--- src/rtl/qrot_pkg.sv ---
package qrot_pkg;

  typedef enum logic [1:0] {
    CS_LINEAR     = 2'b00,
    CS_CIRCULAR   = 2'b01,
    CS_HYPERBOLIC = 2'b10,
    CS_SPARE      = 2'b11
  } coord_e;

  typedef enum logic [1:0] {
    TURN_NONE = 2'b00,
    TURN_CCW  = 2'b01,
    TURN_CW   = 2'b10
  } turn_e;

  // Quarter turn (pi/2) in an angle format with frac fraction bits, rounded.
  function automatic int quarter_turn(input int frac);
    return $rtoi(1.5707963267948966 * (2.0 ** frac) + 0.5);
  endfunction

endpackage

--- src/rtl/qrot_negsat.sv ---
module qrot_negsat #(
  parameter int W = 16
) (
  input  logic [W-1:0] a,
  output logic [W-1:0] neg
);
  localparam logic [W-1:0] MOST_NEG = {1'b1, {(W-1){1'b0}}};
  localparam logic [W-1:0] MOST_POS = {1'b0, {(W-1){1'b1}}};

  always_comb begin
    if (a == MOST_NEG) neg = MOST_POS;
    else               neg = W'(-$signed(a));
  end
endmodule

--- src/rtl/qrot_decide.sv ---
module qrot_decide
  import qrot_pkg::*;
#(
  parameter int XY_W   = 16,
  parameter int Z_W    = 18,
  parameter int Z_FRAC = 15
) (
  input  logic [XY_W-1:0] x,
  input  logic [XY_W-1:0] y,
  input  logic [Z_W-1:0]  z,
  input  logic            vec,
  input  logic [1:0]      coord,
  output turn_e           turn
);
  localparam logic signed [Z_W-1:0] QT = Z_W'(quarter_turn(Z_FRAC));

  always_comb begin
    turn = TURN_NONE;
    if (coord_e'(coord) == CS_CIRCULAR) begin
      if (!vec) begin
        if ($signed(z) > QT)       turn = TURN_CCW;
        else if ($signed(z) < -QT) turn = TURN_CW;
      end else if (x[XY_W-1]) begin
        turn = y[XY_W-1] ? TURN_CCW : TURN_CW;
      end
    end
  end
endmodule

--- src/rtl/qrot_turn.sv ---
module qrot_turn
  import qrot_pkg::*;
#(
  parameter int XY_W   = 16,
  parameter int Z_W    = 18,
  parameter int Z_FRAC = 15
) (
  input  turn_e           turn,
  input  logic [XY_W-1:0] x,
  input  logic [XY_W-1:0] y,
  input  logic [Z_W-1:0]  z,
  output logic [XY_W-1:0] x_o,
  output logic [XY_W-1:0] y_o,
  output logic [Z_W-1:0]  z_o
);
  localparam logic [Z_W-1:0] QT = Z_W'(quarter_turn(Z_FRAC));

  logic [XY_W-1:0] x_neg, y_neg;

  qrot_negsat #(.W(XY_W)) u_neg_x (.a(x), .neg(x_neg));
  qrot_negsat #(.W(XY_W)) u_neg_y (.a(y), .neg(y_neg));

  always_comb begin
    unique case (turn)
      TURN_CCW: begin   // +90: (-y, x), angle minus pi/2
        x_o = y_neg;
        y_o = x;
        z_o = z - QT;
      end
      TURN_CW: begin    // -90: (y, -x), angle plus pi/2
        x_o = y;
        y_o = x_neg;
        z_o = z + QT;
      end
      default: begin
        x_o = x;
        y_o = y;
        z_o = z;
      end
    endcase
  end
endmodule

--- src/rtl/qrot_prerotate.sv ---
module qrot_prerotate
  import qrot_pkg::*;
#(
  parameter int XY_W   = 16,
  parameter int Z_W    = 18,
  parameter int Z_FRAC = 15
) (
  input  logic            clk,
  input  logic            rst_n,
  input  logic            in_valid,
  output logic            in_ready,
  input  logic [XY_W-1:0] in_x,
  input  logic [XY_W-1:0] in_y,
  input  logic [Z_W-1:0]  in_z,
  input  logic            in_vec,
  input  logic [1:0]      in_coord,
  output logic            out_valid,
  input  logic            out_ready,
  output logic [XY_W-1:0] out_x,
  output logic [XY_W-1:0] out_y,
  output logic [Z_W-1:0]  out_z,
  output logic            out_vec,
  output logic [1:0]      out_coord
);
  turn_e           turn;
  logic [XY_W-1:0] nx, ny;
  logic [Z_W-1:0]  nz;
  logic            take;

  qrot_decide #(.XY_W(XY_W), .Z_W(Z_W), .Z_FRAC(Z_FRAC)) u_decide (
    .x(in_x), .y(in_y), .z(in_z), .vec(in_vec), .coord(in_coord), .turn(turn)
  );

  qrot_turn #(.XY_W(XY_W), .Z_W(Z_W), .Z_FRAC(Z_FRAC)) u_turn (
    .turn(turn), .x(in_x), .y(in_y), .z(in_z), .x_o(nx), .y_o(ny), .z_o(nz)
  );

  assign in_ready = !out_valid || out_ready;
  assign take     = in_valid && in_ready;

  always_ff @(posedge clk or negedge rst_n) begin
    if (!rst_n) begin
      out_valid <= 1'b0;
    end else if (in_ready) begin
      out_valid <= in_valid;
    end
  end

  always_ff @(posedge clk or negedge rst_n) begin
    if (!rst_n) begin
      out_x     <= '0;
      out_y     <= '0;
      out_z     <= '0;
      out_vec   <= 1'b0;
      out_coord <= 2'b00;
    end else if (take) begin
      out_x     <= nx;
      out_y     <= ny;
      out_z     <= nz;
      out_vec   <= in_vec;
      out_coord <= in_coord;
    end
  end
endmodule

--- config.mk ---
export PLATFORM = sky130hd
export DESIGN_NAME = qrot_prerotate
export DESIGN_NICKNAME = d
export VERILOG_FILES = /design/src/rtl/qrot_pkg.sv /design/src/rtl/qrot_negsat.sv /design/src/rtl/qrot_decide.sv /design/src/rtl/qrot_turn.sv /design/src/rtl/qrot_prerotate.sv
export SDC_FILE = /design/constraint.sdc
export NUM_CORES = 1
export LEC_CHECK = 0
export ABC_AREA = 1
export BUFFER_PORTS_ARGS = -buffer_cell sky130_fd_sc_hd__buf_2
export CAP_MARGIN = 5
export CORE_MARGIN = 2
export CORE_UTILIZATION = 46
export CTS_CLUSTER_SIZE = 24
export DETAILED_ROUTE_END_ITERATION = 6
export PLACE_DENSITY = 0.7
export SKIP_LAST_GASP = 1
export SYNTH_ARGS = -nofsm -noshare
export SYNTH_HDL_FRONTEND = slang
export SYNTH_SLANG_ARGS = --single-unit
--- constraint.sdc ---
create_clock -name clk -period 1.8 [get_ports clk]
set_input_delay 0.27 -clock clk [delete_from_list [all_inputs] [get_ports clk]]
set_output_delay 0.27 -clock clk [all_outputs]
set_load 0.03 [all_outputs]
After elaboration in Yosys (flattened, before gate mapping)

Cells that the tools add are included.
Widths: inputs -> output; s select.

Register bits after elaboration: 54
Bits of input ports: 57
Output and inout port bits: 55
Word-level logic and storage cells: 31

Add/sub/neg operators: 4
Order comparisons: 2
Eq/ne operators: 5
Multiplexer cells: 11
Reductions and logical operators: 3

Operators by type and width:

| kind                   | number |
|---|---|
| $pmux 16 s2            | 2 |
| $pmux 18 s2            | 1 |
| $eq 16x16->1 const B   | 2 |
| $mux 16                | 2 |
| $neg 16->16            | 2 |
| $add 18x16->18 const B | 1 |
| $gt 18x17->1 const B   | 1 |
| $lt 18x17->1 const B   | 1 |
| $sub 18x16->18 const B | 1 |
| $mux 2                 | 6 |
| $eq 2x1->1 const B     | 2 |
| $eq 2x2->1 const B     | 1 |
| $logic_and 1x1->1      | 1 |
| $logic_not 1->1        | 1 |
| $logic_or 1x1->1       | 1 |

Logic depth before layout (Yosys ltp)

Word-level depth: 7
Depth in mapped cells: 23

Modules after synthesis

A second synthesis with hierarchy kept.

Cell total of the unflattened synthesis: 851
Area total of the unflattened synthesis: 5547.8 um^2

By module, submodules not included:

| module         | instances | cells an instance | area an instance (um^2) | seq. area each (um^2) |
|---|---|---|---|---|
| qrot_prerotate | 1         | 234               | 2538.7                  | 1351.3 |
| qrot_turn      | 1         | 370               | 1773.0                  | 0.0 |
| qrot_negsat    | 2         | 97                | 499.2                   | 0.0 |
| qrot_decide    | 1         | 53                | 237.7                   | 0.0 |

Worst setup path before layout

OpenSTA, ideal clock, no wires.

Kind: input port to flip-flop
Start point: input port in_z[17]
End point: register out_z[16]
Setup time: 117 ps
Arrival time: 2601 ps
Data required time: 1683 ps
Path slack: -917 ps
Stages on the path: 22
Cells stage by stage: nor2_1 -> nand2_1 -> nor2_1 -> nand2_1 -> nand2_1 -> nand4_1 -> nand2_1 -> nand2_1 -> ha_1 -> buf_2 -> inv_1 -> ha_1 -> nand2_1 -> nor2_1 -> nor2_1 -> inv_1 -> nand2_1 -> nand3_1 -> nand2_1 -> nand3_1 -> nand2_1 -> nand2_1

Cells in the longest elaborated chain, start to end: 7
Elaborated cells on any way between the ends: 9
Classes of those cells: order compare (2); eq/ne (2); mux (5)

Ends and longest elaborated chain:

| item                                     | line                 | text |
|---|---|---|
| start: declaration                       | qrot_prerotate.sv:14 | `input logic [Z_W-1:0] in_z,` |
| $lt 18x17->1                             | qrot_decide.sv:22    | `else if ($signed(z) < -QT) turn = TURN_CW;` |
| $mux 2                                   | qrot_decide.sv:22    |  |
| $mux 2 *                                 | qrot_decide.sv:21    | `if ($signed(z) > QT) turn = TURN_CCW;` |
| $mux 2 *                                 | qrot_decide.sv:20    | `if (!vec) begin` |
| $mux 2 *                                 | qrot_decide.sv:19    | `if (coord_e'(coord) == CS_CIRCULAR) begin` |
| $eq 2x2->1 or $eq 2x1->1 (tied branches) | qrot_turn.sv:24      | `unique case (turn)` |
| $pmux 18 s2 *                            | qrot_turn.sv:24      |  |
| end signal: assignment                   | qrot_prerotate.sv:59 | `out_z <= nz;` |
| end: declaration                         | qrot_prerotate.sv:21 | `output logic [Z_W-1:0] out_z,` |

Every way passes the cells marked *; elsewhere a longest branch is shown, timed or not.
A chain may end at the register's enable or synchronous reset.

Final worst setup path

Start point: input port in_z[15]
End point: register out_z[13]

Same word-level chain as after synthesis.

==> impl_metrics.prom <==
# TYPE chip_impl_metric gauge
chip_impl_info{name="status",value="finished, violations left"} 1
chip_impl_info{name="violations_in_the_final_reports",value="setup timing"} 1
chip_impl_metric{name="power_density",unit="nW/um^2"} 628.6
chip_impl_metric{name="switching_power",unit="uW"} 1955
chip_impl_metric{name="p_clk_share",unit="%"} 17.8
chip_impl_metric{name="detailed_place.area",unit="um^2"} 6125
chip_impl_metric{name="grt_first_pass_wirelength",unit="um"} 27540
chip_impl_info{name="top_signal_layer_used",value="met4"} 1
chip_impl_metric{name="grt_max_degree",unit=""} 75
chip_impl_metric{name="postLayoutCellArea",unit="um^2"} 7391
chip_impl_metric{name="synth_area",unit="um^2"} 4728
chip_impl_info{name="clock_tree.root_cell",value="clkbuf_8"} 1
chip_impl_metric{name="detailed_route_drc_error_count",unit=""} 0
chip_impl_metric{name="wl_on_met1",unit="um"} 7018
chip_impl_metric{name="fin_tns_setup",unit="ps"} -10550
chip_impl_metric{name="place_hpwl",unit="um"} 12510
chip_impl_info{name="rsz0062_at_grt",value="yes"} 1
chip_impl_metric{name="finalMaxSlewViolations",unit=""} 0
chip_impl_info{name="cts_tree",value="done"} 1
chip_impl_metric{name="number_of_antenna_violations_at_the_first_check_in_global_routing",unit=""} 0
chip_impl_metric{name="clock_insertion_delay_worst_skew",unit="ps"} 320
chip_impl_metric{name="cts.sinks",unit=""} 54
chip_impl_metric{name="synthesis.instances",unit=""} 773
chip_impl_metric{name="io_port_bufs",unit=""} 111
chip_impl_metric{name="clk_buf_depth",unit=""} 2
chip_impl_metric{name="postSynthNetCount",unit=""} 847
chip_impl_metric{name="routed_wire_length_on_met2",unit="um"} 8933
chip_impl_metric{name="skew",unit="ps"} 9.809
chip_impl_metric{name="ys_seq_area_share",unit="%"} 28.58
chip_impl_metric{name="die-area",unit="um^2"} 11110
chip_impl_metric{name="final.fill_count",unit=""} 803
chip_impl_metric{name="timing.final.crit_share",unit="%"} 132.2
chip_impl_metric{name="worstMarginPinSlew",unit="ps"} 390.6
chip_impl_metric{name="clock_tree.htree_level_count",unit=""} 2
chip_impl_metric{name="finalSetupViolCount",unit=""} 45
chip_impl_metric{name="max_cap_viol_count",unit=""} 0
chip_impl_metric{name="cts-buffers-inserted",unit=""} 5
chip_impl_metric{name="vias_in_the_first_global_route",unit=""} 5668
chip_impl_metric{name="fmax",unit="GHz"} 0.4203
chip_impl_metric{name="gpl.final_weighted_congestion",unit=""} 0.9520
chip_impl_metric{name="core_area",unit="um^2"} 10140
chip_impl_metric{name="floorplan.rows",unit=""} 37
chip_impl_metric{name="min_period",unit="ps"} 2379
chip_impl_metric{name="internal_power",unit="uW"} 2690
chip_impl_info{name="yosys-top-cells-area",value="dfrtp_1 (29%), nand2_1 (22%), a21oi_1 (8.0%)"} 1
chip_impl_metric{name="p_sw_share",unit="%"} 42.09
chip_impl_metric{name="gr-usage-all-layers",unit="%"} 30.51
chip_impl_metric{name="power_frac_comb",unit="%"} 49.4
chip_impl_metric{name="vias",unit=""} 5938
chip_impl_metric{name="drt-wirelength-per-cell",unit="um"} 16.03
chip_impl_metric{name="synthToLayoutAreaGrowth",unit="%"} 56.31
chip_impl_info{name="synth_area_leader_cell",value="dfrtp_1"} 1
chip_impl_metric{name="seqPwrFrac",unit="%"} 32.8
chip_impl_info{name="crit_type",value="in2reg"} 1
chip_impl_metric{name="detailroute.wirelength.met3",unit="um"} 1048
chip_impl_metric{name="ys_ff_latch",unit=""} 54
chip_impl_metric{name="drt.antenna.violating_nets",unit=""} 0
chip_impl_metric{name="starting_utilization_of_the_core_area",unit="%"} 46.64
chip_impl_metric{name="post_synth_num_cell_types",unit=""} 30
chip_impl_metric{name="slew_headroom",unit="%"} 73.96
chip_impl_metric{name="nets",unit=""} 1040
chip_impl_metric{name="chipWidth",unit="um"} 105.4
chip_impl_metric{name="worst-path-max-fanout",unit=""} 8
chip_impl_metric{name="cp_data_arrival_time",unit="ps"} 2590
chip_impl_metric{name="whs",unit="ps"} 166.8
chip_impl_metric{name="leak_pwr",unit="uW"} 0.003600
chip_impl_metric{name="cts.reportedPaths.clkPinSlew",unit="ps"} 90
chip_impl_metric{name="total_of_warnings_raised_by_yosys",unit=""} 0
chip_impl_metric{name="synth.avg_cell_area",unit="um^2"} 6.117
chip_impl_metric{name="fin_ws",unit="ps"} -579.2
chip_impl_metric{name="ir_worst_vdd",unit="uV"} 474.5
chip_impl_info{name="holdCritPathClass",value="in2reg"} 1
chip_impl_info{name="worst_setup_path_end_kind",value="register"} 1
chip_impl_metric{name="antenna-diode-count",unit=""} 0
chip_impl_metric{name="floorplan.die.height",unit="um"} 105.4
chip_impl_metric{name="avgViaCountPerCell",unit=""} 5.383
chip_impl_metric{name="io_pins",unit=""} 112
chip_impl_metric{name="detail_route.wirelength",unit="um"} 17680
chip_impl_metric{name="area_share_of_the_largest_cell_type_after_synthesis",unit="%"} 28.58
chip_impl_metric{name="finalHoldViolCount",unit=""} 0
chip_impl_metric{name="overflow",unit=""} 0
chip_impl_metric{name="drt_pre_antenna_iters",unit=""} 6
chip_impl_metric{name="fraction_of_layout_cells_with_a_size_suffix_above_1",unit="%"} 43.33
chip_impl_metric{name="drt-initial-drc-count",unit=""} 336
chip_impl_info{name="startpoint_type",value="input port"} 1
chip_impl_metric{name="crit_required",unit="ps"} 2010
-- kinds of logic (layout without fill, tap and decap cells) --
family / after synthesis / after routing / share of synthesized area, %
simple gates: 449 / 449 / 41.76
compound gates: 129 / 129 / 13.81
buf+inv: 117 / 311 / 9.897
flops: 54 / 54 / 28.58
fa+ha+maj: 17 / 17 / 4.657
xor+xnor: 7 / 7 / 1.297
-- final cells by class --
type,count,area [um^2],area share (%)
Inverter,93,362.8,4.909
Multi-Input combinational cell,602,3729,50.45
Timing Repair Buffer,210,1672,22.62
Clock buffer,7,76.32,1.033
Sequential cell,54,1351,18.28
Tap cell,136,170.2,2.302
Clock inverter,1,30.03,0.4063
-- state kept, by name, indices dropped and copies added (netlist names) --
register and flops:
out_z 18, out_x 16, out_y 16, out_coord 2
out_valid 1, out_vec 1
-- worst paths after layout --
| path | from | end | slack, ps | depth (start not counted) |
|---|---|---|---|---|
| worst min register to register | out_y[13] | out_y[13] | 480 | 2 |
| min in group asynchronous | rst_n | out_y[12] | 460 | 3 |
| worst max register to register | out_valid | out_y[3] | 470 | 6 |
| max in group asynchronous | rst_n | out_x[1] | 1060 | 3 |
| worst max-delay path | in_z[15] | out_z[13] | -580 | 21 |
| worst min-delay path | in_z[2] | out_z[2] | 170 | 3 |
-- synthesized netlist by cell type --
cell,n
a21boi_0,2
a21oi_1,76
buf_2,11
buf_4,2
buf_6,1
clkbuf_1,10
clkinv_1,1
dfrtp_1,54
fa_1,1
ha_1,16
inv_1,86
inv_2,6
nand2_1,272
nand2_2,4
nand2_4,2
nand3_1,64
nand3_2,6
nand3_4,1
nand3b_1,4
nand4_1,7
nor2_1,67
nor2_2,9
nor2_4,9
nor3_1,3
nor3_2,1
o21a_1,1
o21ai_0,46
o21ai_1,4
xnor2_1,1
xor2_1,6
-- stage by stage --
step	cells	setup slack, ps	total power (uW)	util, %
final	1103	-579.2	4646	72.90
after global routing	1103	-733.0	4892	72.90
after CTS	1089	-488.3	4505	68.44
after detailed placement	1069	-1026	3422	60.41
after global placement	1069	-1009	3394	60.41
after floorplan	773	-845.5	2686	-
-- metal layers --
| metal | vias to the layer above | global-route usage (%) |
|---|---|---|
| met5 | - | 0 |
| met4 | 0 | 11.71 |
| met3 | 63 | 4.020 |
| met2 | 252 | 54.42 |
| met1 | 2769 | 37.15 |
| li1 | 2854 | - |
-- critical path, cell delays in order --
cell and delay (ps):
buf_8 100, nor2_4 110, o21ai_2 60, a21oi_1 120
o21ai_1 70, nand2_1 90, nand2_1 60, nor2_2 180
ha_4 180, clkinvlp_4 90, buf_12 160, ha_4 330
nand2_2 90, nor2_1 90, nand2_1 100, nand3_4 120
nand2_2 60, nand3_1 60, nand3_1 90, nand2_2 80
nand2_1 60
-- cells in the final DEF, fill, tap and decap left out, types with 3 or more instances in the layout --
cell / instances
a21oi_1: 40
a21oi_2: 31
a21oi_4: 5
buf_12: 9
buf_16: 4
buf_2: 99
buf_4: 74
buf_6: 12
buf_8: 8
clkbuf_8: 5
dfrtp_1: 54
ha_1: 3
ha_4: 13
inv_1: 70
inv_2: 18
nand2_1: 227
nand2_2: 41
nand2_4: 8
nand3_1: 49
nand3_2: 19
nand3_4: 3
nand3b_1: 4
nand4_1: 7
nor2_1: 50
nor2_2: 15
nor2_4: 20
nor3_1: 3
o21ai_0: 16
o21ai_1: 13
o21ai_2: 17
o21ai_4: 4
xor2_1: 5
-- repair_timing --
action / 4_1_cts / 5_1_grt
pin swaps: 76 / 77
gates cloned: 5 / 2
buffers inserted: 7 / 15
hold buffers: 1 / 0
endpoints found under the hold margin: 54 / 0
endpoints found under the setup margin: 45 / 46
resized for setup: 154 / 97
-- power groups by stage --
stage               Clock, uW  Sequential (uW)  Combinational (uW)
detailed placement          0             1550                1880
global route              885             1550                2460
global placement            0             1540                1850
finish                    829             1520                2290
CTS                       847             1520                2130
floorplan                   0             1960                 730
No activity file was read; power rests on OpenSTA's default activity.
